$ cat src/rtl/lfs_pkg.sv
package lfs_pkg;

   // Classification of one LED string.
   typedef enum logic [2:0] {
      CH_IDLE  = 3'd0,   // not yet good
      CH_GOOD  = 3'd1,
      CH_OPEN  = 3'd2,   // suspected open
      CH_SHORT = 3'd3,   // suspected short
      CH_OFF   = 3'd4    // switched off, latched
   } ch_state_e;

endpackage

$ cat src/rtl/lfs_global_ctrl.sv
// Run / lockout control shared by all strings.
module lfs_global_ctrl (
   input  logic clk,
   input  logic rst_n,
   input  logic enable_i,
   input  logic uvlo_i,
   input  logic otp_i,
   output logic active_o,
   output logic otp_lat_o
);

   logic en_q;
   logic en_rise;

   assign en_rise = enable_i & ~en_q;

   always_ff @(posedge clk or negedge rst_n) begin
      if (!rst_n) begin
         en_q      <= 1'b0;
         active_o  <= 1'b0;
         otp_lat_o <= 1'b0;
      end else begin
         en_q <= enable_i;
         if (uvlo_i) begin
            active_o  <= 1'b0;
            otp_lat_o <= 1'b0;
         end else begin
            if (!active_o && en_rise)
               active_o <= 1'b1;
            if (active_o && otp_i)
               otp_lat_o <= 1'b1;
         end
      end
   end

endmodule

$ cat src/rtl/lfs_tick_gen.sv
// Selects the count event and the timeout limit for the active dimming mode.
module lfs_tick_gen #(
   parameter int CNT_W       = 5,
   parameter int PS_TIMEOUT  = 6,
   parameter int DIR_MIN     = 7,
   parameter int DIR_MAX     = 18,
   parameter int SYNC_STAGES = 0
) (
   input  logic             clk,
   input  logic             rst_n,
   input  logic             pwm_in,
   input  logic             period_tick,
   input  logic             direct_mode,
   input  logic [CNT_W-1:0] dir_timeout,
   output logic             tick_o,
   output logic [CNT_W-1:0] limit_o
);

   localparam logic [CNT_W-1:0] PS_LIM  = CNT_W'(PS_TIMEOUT);
   localparam logic [CNT_W-1:0] DIR_LO  = CNT_W'(DIR_MIN);
   localparam logic [CNT_W-1:0] DIR_HI  = CNT_W'(DIR_MAX);

   logic pwm_s;
   logic pwm_q;
   logic pwm_rise;
   logic [CNT_W-1:0] dir_lim;

   generate
      if (SYNC_STAGES == 0) begin : g_nosync
         assign pwm_s = pwm_in;
      end else begin : g_sync
         logic [SYNC_STAGES-1:0] sr;
         always_ff @(posedge clk or negedge rst_n) begin
            if (!rst_n) begin
               sr <= '0;
            end else begin
               sr[0] <= pwm_in;
               for (int k = 1; k < SYNC_STAGES; k++)
                  sr[k] <= sr[k-1];
            end
         end
         assign pwm_s = sr[SYNC_STAGES-1];
      end
   endgenerate

   always_ff @(posedge clk or negedge rst_n) begin
      if (!rst_n) pwm_q <= 1'b0;
      else        pwm_q <= pwm_s;
   end

   assign pwm_rise = pwm_s & ~pwm_q;

   always_comb begin
      if (dir_timeout < DIR_LO)      dir_lim = DIR_LO;
      else if (dir_timeout > DIR_HI) dir_lim = DIR_HI;
      else                           dir_lim = dir_timeout;
   end

   assign tick_o  = direct_mode ? pwm_rise : period_tick;
   assign limit_o = direct_mode ? dir_lim  : PS_LIM;

endmodule

$ cat src/rtl/lfs_channel.sv
// Fault classification and timeout for one string.
module lfs_channel
   import lfs_pkg::*;
#(
   parameter int CNT_W = 5
) (
   input  logic             clk,
   input  logic             rst_n,
   input  logic             clear_i,
   input  logic             freeze_i,
   input  logic             short_i,
   input  logic             reached_i,
   input  logic             ovp_i,
   input  logic             tick_i,
   input  logic [CNT_W-1:0] limit_i,
   output logic             off_o
);

   ch_state_e        st_q, st_d;
   logic [CNT_W-1:0] cnt_q, cnt_d;
   logic [CNT_W:0]   cnt_inc;
   logic             expire;

   assign cnt_inc = {1'b0, cnt_q} + (CNT_W+1)'(1);
   assign expire  = cnt_inc >= {1'b0, limit_i};

   always_comb begin
      st_d  = st_q;
      cnt_d = cnt_q;
      if (clear_i) begin
         st_d  = CH_IDLE;
         cnt_d = '0;
      end else if (!freeze_i && st_q != CH_OFF) begin
         if (short_i && st_q != CH_SHORT) begin
            st_d  = CH_SHORT;
            cnt_d = '0;
         end else begin
            unique case (st_q)
               CH_IDLE: begin
                  if (reached_i)  st_d = CH_GOOD;
                  else if (ovp_i) begin
                     st_d  = CH_OPEN;
                     cnt_d = '0;
                  end
               end
               CH_GOOD: begin
                  if (!reached_i) begin
                     st_d  = CH_OPEN;
                     cnt_d = '0;
                  end
               end
               CH_OPEN: begin
                  if (reached_i) begin
                     st_d  = CH_GOOD;
                     cnt_d = '0;
                  end else if (tick_i) begin
                     if (expire) st_d = CH_OFF;
                     else        cnt_d = cnt_inc[CNT_W-1:0];
                  end
               end
               CH_SHORT: begin
                  if (!short_i) begin
                     st_d  = CH_IDLE;
                     cnt_d = '0;
                  end else if (tick_i) begin
                     if (expire) st_d = CH_OFF;
                     else        cnt_d = cnt_inc[CNT_W-1:0];
                  end
               end
               default: begin
                  st_d  = st_q;
                  cnt_d = cnt_q;
               end
            endcase
         end
      end
   end

   always_ff @(posedge clk or negedge rst_n) begin
      if (!rst_n) begin
         st_q  <= CH_IDLE;
         cnt_q <= '0;
      end else begin
         st_q  <= st_d;
         cnt_q <= cnt_d;
      end
   end

   assign off_o = (st_q == CH_OFF);

endmodule

$ cat src/rtl/led_fault_supervisor.sv
// Per-string fault supervisor for a multi-string LED driver.
module led_fault_supervisor #(
   parameter int NUM_CH      = 4,
   parameter int CNT_W       = 5,
   parameter int PS_TIMEOUT  = 6,
   parameter int DIR_MIN     = 7,
   parameter int DIR_MAX     = 18,
   parameter int SYNC_STAGES = 0
) (
   input  logic              clk,
   input  logic              rst_n,
   input  logic              enable,
   input  logic              uvlo_flag,
   input  logic              otp_flag,
   input  logic              ovp_flag,
   input  logic              stable,
   input  logic              direct_mode,
   input  logic              period_tick,
   input  logic              pwm_in,
   input  logic [CNT_W-1:0]  dir_timeout,
   input  logic [NUM_CH-1:0] short_flag,
   input  logic [NUM_CH-1:0] reached,
   output logic [NUM_CH-1:0] ch_disable,
   output logic              boost_stop
);

   localparam int CNT_MAX = (1 << CNT_W) - 1;

   generate
      if (NUM_CH < 1) begin : g_err_nch
         $error("NUM_CH must be at least 1");
      end
      if (PS_TIMEOUT < 1 || PS_TIMEOUT > CNT_MAX) begin : g_err_ps
         $error("PS_TIMEOUT must fit in CNT_W and be at least 1");
      end
      if (DIR_MIN < 1 || DIR_MIN > DIR_MAX || DIR_MAX > CNT_MAX) begin : g_err_dir
         $error("direct timeout window is not valid for CNT_W");
      end
      if (SYNC_STAGES < 0) begin : g_err_sync
         $error("SYNC_STAGES must not be negative");
      end
   endgenerate

   logic              active;
   logic              otp_lat;
   logic              tick;
   logic [CNT_W-1:0]  limit;
   logic              ch_clear;
   logic              ch_freeze;
   logic [NUM_CH-1:0] chan_off;

   lfs_global_ctrl u_global (
      .clk       (clk),
      .rst_n     (rst_n),
      .enable_i  (enable),
      .uvlo_i    (uvlo_flag),
      .otp_i     (otp_flag),
      .active_o  (active),
      .otp_lat_o (otp_lat)
   );

   lfs_tick_gen #(
      .CNT_W       (CNT_W),
      .PS_TIMEOUT  (PS_TIMEOUT),
      .DIR_MIN     (DIR_MIN),
      .DIR_MAX     (DIR_MAX),
      .SYNC_STAGES (SYNC_STAGES)
   ) u_tick (
      .clk         (clk),
      .rst_n       (rst_n),
      .pwm_in      (pwm_in),
      .period_tick (period_tick),
      .direct_mode (direct_mode),
      .dir_timeout (dir_timeout),
      .tick_o      (tick),
      .limit_o     (limit)
   );

   assign ch_clear  = ~active | uvlo_flag;
   assign ch_freeze = otp_lat | ~stable;

   generate
      for (genvar i = 0; i < NUM_CH; i++) begin : g_ch
         lfs_channel #(.CNT_W(CNT_W)) u_ch (
            .clk       (clk),
            .rst_n     (rst_n),
            .clear_i   (ch_clear),
            .freeze_i  (ch_freeze),
            .short_i   (short_flag[i]),
            .reached_i (reached[i]),
            .ovp_i     (ovp_flag),
            .tick_i    (tick),
            .limit_i   (limit),
            .off_o     (chan_off[i])
         );
      end
   endgenerate

   assign boost_stop = ~active | otp_lat;
   assign ch_disable = {NUM_CH{boost_stop}} | chan_off;

endmodule

$ cat config.mk
export PLATFORM = sky130hd
export DESIGN_NAME = led_fault_supervisor
export DESIGN_NICKNAME = d
export VERILOG_FILES = /design/src/rtl/lfs_pkg.sv /design/src/rtl/lfs_global_ctrl.sv /design/src/rtl/lfs_tick_gen.sv /design/src/rtl/lfs_channel.sv /design/src/rtl/led_fault_supervisor.sv
export SDC_FILE = /design/constraint.sdc
export NUM_CORES = 1
export LEC_CHECK = 0
export BUFFER_PORTS_ARGS = -buffer_cell sky130_fd_sc_hd__buf_2
export CAP_MARGIN = 25
export CORE_MARGIN = 3
export CORE_UTILIZATION = 55
export DETAILED_ROUTE_END_ITERATION = 16
export MAX_ROUTING_LAYER = met4
export PLACE_DENSITY_LB_ADDON = 0.05
export SETUP_SLACK_MARGIN = 0.5
export SYNTH_ARGS = -nofsm -noshare
export SYNTH_HDL_FRONTEND = slang
export SYNTH_SLANG_ARGS = --single-unit
$ cat constraint.sdc
create_clock -name clk -period 4.44 [get_ports clk]
set_input_delay 0.444 -clock clk [delete_from_list [all_inputs] [get_ports clk]]
set_output_delay 0.444 -clock clk [all_outputs]
set_load 0.01 [all_outputs]
==> impl_metrics.ini, run 1 <==
[setup_path]
cp_max_fo = 5
crit_type = in -> reg
required_ns = 4.61
end_kind = flop
critPathArrivalTime_ns = 2.72
startpoint_type = input pin

[sta]
worst_pin_slew_ns = 0.820
period_needed_ns = 2.55
rsz0062_at_grt = no
slew_viol_final = 0
relSlewSlack_pct = 45.3
fin_crit_sh_pct = 57.4
hold_viol_final = 0
fin_setup_tns_ns = 0
clock_skew_ns = 0.00486
worst_slack_ns = 1.89
setup_viol = 0
fmax_ghz = 0.392

[yosys]
ys_warn_count = 0
yosysTopAreaCell = dfrtp_1
synth.top_cell.area_share_pct = 30.0
synth.avg_cell_area_um2 = 8.73
netlist_instances = 344
ys_ff_latch = 36
syn-num-nets = 391
synthArstFlopShare_pct = 100
synth_most_common_cell = dfrtp_1
ys_top_cells_by_area = dfrtp_1, ha_1, a21oi_1
synth_area_mm2 = 0.00300
synth_edf_count = 0
synth_seq_area_share_pct = 30.0
yosysUniqueCellTypes = 62
yosys-top-cells-count = dfrtp_1, nor2_1, a21oi_1, nand2_1, ha_1
synth_ff_type = dfrtp_1

[place]
port_buffers = 27
gp_congestion = 0.874
placedCellCount = 431
place_worst_setup_slack_ns = 1.58
place_area_mm2 = 0.00316
dpl.hpwl_um = 4740

[die]
die_w_um = 79.9
fp.dieH_um = 79.9
core_mm2 = 0.00520
dieArea_mm2 = 0.00638
pin_count = 28
row_count = 26
start_util_pct = 57.7

[outcome]
status = complete, no violations

[cts]
clock_latency_ns = 0.29
cts_buffer_depth = 2
cts-root-buf = clkbuf_8
tritoncts = built
post_cts_buffers = 0
htreeDepth = 2
cts_hold_buf = 0
cts_resized = 0
clkTransAtPathRegs_ns = 0.08
cts_buffers = 5
cts_num_sinks = 36

[power_and_ir_drop]
p_clk_share_pct = 35.5
max-vdd-ir-drop_mv = 0.169
switching_power_mw = 0.195
internal_power_mw = 0.501
switching_share_pct = 28.0
comb_power_share_pct = 16.0
power_per_cell_area_mw_per_mm2 = 214
p_leak_nw = 1.48
p_seq_share_pct = 48.4

[grt]
first_global_vias = 2390
grt_pass1_wl_um = 11100
grt_use_total_pct = 22.5
grt_remaining_overflow = 0
antenna_found_initial = 0
grt_max_degree = 37

[layout]
drive_gt1_share_pct = 16.3
area_delta_synth_final_pct = 8.33
diodes = 0
nFillCells = 483
finalNonFillerCells = 439
fin_area_mm2 = 0.00325
final_nets = 415

[drt]
wirelength_um = 6360
via_count = 2561
wl_per_cell_um = 14.5
ant_nets = 0
drc_errors = 0
drt_first_iter_violations = 106
viasPerCell = 5.83
drtPass1Iterations = 4

[run]
cap_violations = 0

[hold_path]
hold_class = in -> async
[path summary, 6_finish.rpt]
check | start | to | slack (ns) | cells past startpoint
worst max-delay path | dir_timeout[3] | g_ch[2].u_ch.cnt_q[0] | 1.89 | 10
max in group asynchronous | rst_n | g_ch[2].u_ch.cnt_q[0] | 3.67 | 1
worst min-delay path | rst_n | g_ch[3].u_ch.cnt_q[3] | 0.24 | 1
min in group clk | pwm_in | u_tick.pwm_q | 0.27 | 1
worst min register to register | g_ch[2].u_ch.cnt_q[1] | g_ch[2].u_ch.cnt_q[1] | 0.54 | 1
worst max register to register | g_ch[1].u_ch.cnt_q[0] | g_ch[1].u_ch.st_q[0] | 1.97 | 9
[metal layers]
metal	global-route usage [%]	vias to the layer above	routed length [µm]
met2	33.2	68	2750
met5	-	-	0
met3	4.18	4	297
li1	-	1305	-
met1	31.6	1184	3280
met4	6.59	0	38
[metrics by stage]
step	hold WS [ns]	power, mW	utilization [%]
after global placement	0.517	0.454	60.8
after CTS	0.264	0.705	62.5
after global routing	0.256	0.733	62.5
final	0.241	0.696	62.5
after floorplan	0.148	0.417	-
after detailed placement	0.515	0.456	60.8
[power by group through the flow]
stage	logic, mW	registers (mW)	clock network (mW)
2_1_floorplan	0.0757	0.341	0
6_report	0.112	0.337	0.247
3_3_place_gp	0.111	0.344	0
5_1_grt	0.127	0.338	0.268
3_5_place_dp	0.112	0.344	0
4_1_cts	0.113	0.337	0.255
[cells by family after synthesis]
| kind of cell | count (synthesis) | share of synthesized area [%] |
|---|---|---|
| flip-flops | 36 | 30.0 |
| AND/OR/NAND/NOR | 136 | 23.7 |
| XOR/XNOR | 14 | 4.08 |
| multiplexers | 5 | 1.79 |
| buffers and inverters | 22 | 3.71 |
| adder cells (fa/ha/maj) | 24 | 10.0 |
| AO/OA/AOI/OAI | 107 | 26.7 |
[flip-flops by register name, summed over array words and instances (netlist names)]
signal,count
u_global.en_q,1
u_global.active_o,1
u_global.otp_lat_o,1
u_tick.pwm_q,1
g_ch.u_ch.cnt_q,20
g_ch.u_ch.st_q,12
[critical path, cell delays in order]
cell and delay (ns):
buf_2 0.11, nor2b_1 0.18, a21oi_1 0.06, nor3b_1 0.48, ha_1 0.36, a2111oi_4 0.33
o211ai_2 0.18, a21oi_1 0.17, nor2_1 0.09, mux2_2 0.31
[cells in the final DEF (no fill, tap or decap), types with 3 or more instances in the layout]
master / instances
dfrtp_1: 36
nor2_1: 32
a21oi_1: 29
buf_2: 27
nand2_1: 26
ha_1: 24
o21ai_0: 17
nand2b_1: 15
nor3_1: 15
nand3_1: 12
nor2b_1: 11
inv_1: 11
xnor2_1: 10
o21a_1: 8
a22o_1: 7
clkbuf_8: 6
and3_1: 5
o21ai_1: 5
xor2_1: 4
nor4_1: 4
a31oi_1: 4
o41ai_2: 4
o211ai_2: 3
mux2_2: 3
a211oi_1: 3
a22oi_1: 3
[cell type report]
type,count,area [µm²],share of cell area (%)
Multi-Input combinational cell,286,1990,61.2
Sequential cell,36,901,27.7
Timing Repair Buffer,28,143,4.38
Clock buffer,8,90.1,2.77
Tap cell,70,87.6,2.69
Inverter,11,41.3,1.27
Note: power is estimated with default switching activity, not from simulation.
==> inputs of run 2 (changes only) <==
==> constraint.sdc (replaced) <==
create_clock -name clk -period 2.4 [get_ports clk]
set_input_delay 0.24 -clock clk [delete_from_list [all_inputs] [get_ports clk]]
set_output_delay 0.24 -clock clk [all_outputs]
set_load 0.01 [all_outputs]
==> run 2 against run 1 <==
  * Sequential power is 85% higher
  * Count of clock-buffer cells in the layout decreased by 1
  * Largest cell class unchanged
  * Sequential cell count stayed put
==> impl_metrics.ini, run 2 (same netlist as run 1, synthesis figures left out) <==
[grt]
grt_use_total_pct = 25.4
grt_remaining_overflow = 0
grt_pass1_wl_um = 12700
first_global_vias = 2724
grt_max_degree = 37
antenna_found_initial = 0

[setup_path]
cp-startpoint = g_ch[2].u_ch.cnt_q[0]
cpMaxStageDelayCell = dfrtp_2
startpoint_type = flop
cp_max_fo = 4
cp_slowest_stage_delay_ns = 0.45
crit_type = reg -> reg
end_kind = flop
r2r-start = g_ch[2].u_ch.cnt_q[0]
rr_worst_depth = 8
timing.rr.end = g_ch[2].u_ch.cnt_q[0]
critPathArrivalTime_ns = 2.46
crit_family = compound AO/OA/AOI/OAI gates
crit_path_cell_trace = buf_4, ha_1, nand2b_4, a2111oi_4, o211ai_2, a21oi_2, nor2_2, mux2_4
worstPathBufferInverterCount = 1
required_ns = 2.59
rrSetupSlack_ns = 0.13

[layout]
final_nets = 447
area_delta_synth_final_pct = 34.7
largest_reg_flops = 20
drive_gt1_share_pct = 42.3
diodes = 0
fin_area_mm2 = 0.00405
multi_input_area_mm2 = 0.00252
reg_top3 = g_ch.u_ch.cnt_q (20), g_ch.u_ch.st_q (12)
seqCellArea_um2 = 906
final_common_cell = dfrtp_1
mostFrequentLayoutCells = dfrtp_1, buf_4, nor2_1
nFillCells = 342
regMostFlops = g_ch.u_ch.cnt_q

[drt]
via_count = 2847
ant_nets = 0
drt_first_iter_violations = 120
wl_per_cell_um = 17.4
drtPass1Iterations = 4
wirelength_um = 8180
viasPerCell = 6.06
drc_errors = 0

[sta]
fmax_ghz = 0.440
period_needed_ns = 2.27
slew_viol_final = 0
relSlewSlack_pct = 38.6
clock_skew_ns = 0.0130
rsz0062_at_grt = yes
setup_viol = 0
whs_ns = 0.0261
fin_crit_sh_pct = 94.6
worst_pin_slew_ns = 0.921
hold_viol_final = 0

[cts]
cts-root-buf = clkbuf_8
cts_buffer_depth = 2
cts_buffers = 5
tritoncts = built
clock_latency_ns = 0.30
cts_hold_buf = 0
cts_num_sinks = 36
clkTransAtPathRegs_ns = 0.08
htreeDepth = 2

[run]
cap_violations = 0

[power_and_ir_drop]
switching_power_mw = 0.404
p_leak_nw = 1.70
power_per_cell_area_mw_per_mm2 = 339
switching_share_pct = 29.5
internal_power_mw = 0.968
p_seq_share_pct = 45.5
max-vdd-ir-drop_mv = 0.265
comb_power_share_pct = 18.6
p_clk_share_pct = 36.0

[die]
row_count = 26
die_w_um = 79.9
pin_count = 28
start_util_pct = 57.7
core_mm2 = 0.00520
dieArea_mm2 = 0.00638
fp.dieH_um = 79.9

[place]
port_buffers = 27
gp_congestion = 0.857
dpl.hpwl_um = 5060
place_area_mm2 = 0.00334

[hold_path]
hold_class = in -> async

[outcome]
status = complete, no violations
==> run 2: cell types whose count changed in the layout (fill, tap and decap cells not counted), sizes merged <==
cell    previous run  this run
buf               28        60
clkbuf             8         7
==> run 2: how the worst max path moves through the flow <==
stage / cells past startpoint / endpoint / slack (ns)
4_1_cts: 9 / g_ch[1].u_ch.cnt_q[2] / 0.22
5_1_grt: 8 / g_ch[2].u_ch.cnt_q[3] / 0.04
3_5_place_dp: 10 / g_ch[2].u_ch.cnt_q[0] / -0.05
3_3_place_gp: 10 / g_ch[2].u_ch.cnt_q[0] / 0.02
2_1_floorplan: 9 / g_ch[2].u_ch.cnt_q[0] / 0.27
6_report: 8 / g_ch[2].u_ch.cnt_q[0] / 0.13
==> run 2: area by class of cell <==
type / instances / share of cell area (%)
Multi-Input combinational cell: 286 / 62.2
Sequential cell: 36 / 22.4
Timing Repair Buffer: 60 / 9.89
Clock buffer: 7 / 2.38
Tap cell: 70 / 2.16
Inverter: 11 / 1.02
==> run 2: power groups by stage <==
stage,Combinational (mW),Sequential (mW),Clock [mW]
floorplan,0.150,0.632,0
global placement,0.223,0.635,0
detailed placement,0.226,0.635,0
CTS,0.238,0.624,0.492
global route,0.281,0.625,0.518
finish,0.255,0.624,0.493
==> run 2: what timing repair did <==
action                                  4_1_cts  5_1_grt
pin swaps                                    25       32
endpoints found under the setup margin       32       32
setup buffers                                16        8
resized for setup                            31       52
==> run 2: per-layer routing <==
metal	wire length [µm]	global-route usage, %
met3	208	4.63
met4	196	6.08
met1	3510	31.3
met5	0	-
met2	4260	43.1
==> run 2: metrics by stage <==
| stage | power, mW | TNS (ns) | worst slack, ns | utilization, % | std cells |
|---|---|---|---|---|---|
| after floorplan | 0.782 | 0 | 0.269 | - | 344 |
| after global placement | 0.859 | 0 | 0.0237 | 64.2 | 439 |
| after detailed placement | 0.862 | -0.127 | -0.0461 | 64.2 | 439 |
| after CTS | 1.35 | 0 | 0.218 | 71.5 | 462 |
| after global routing | 1.42 | 0 | 0.0389 | 77.8 | 470 |
| final | 1.37 | 0 | 0.129 | 77.8 | 470 |
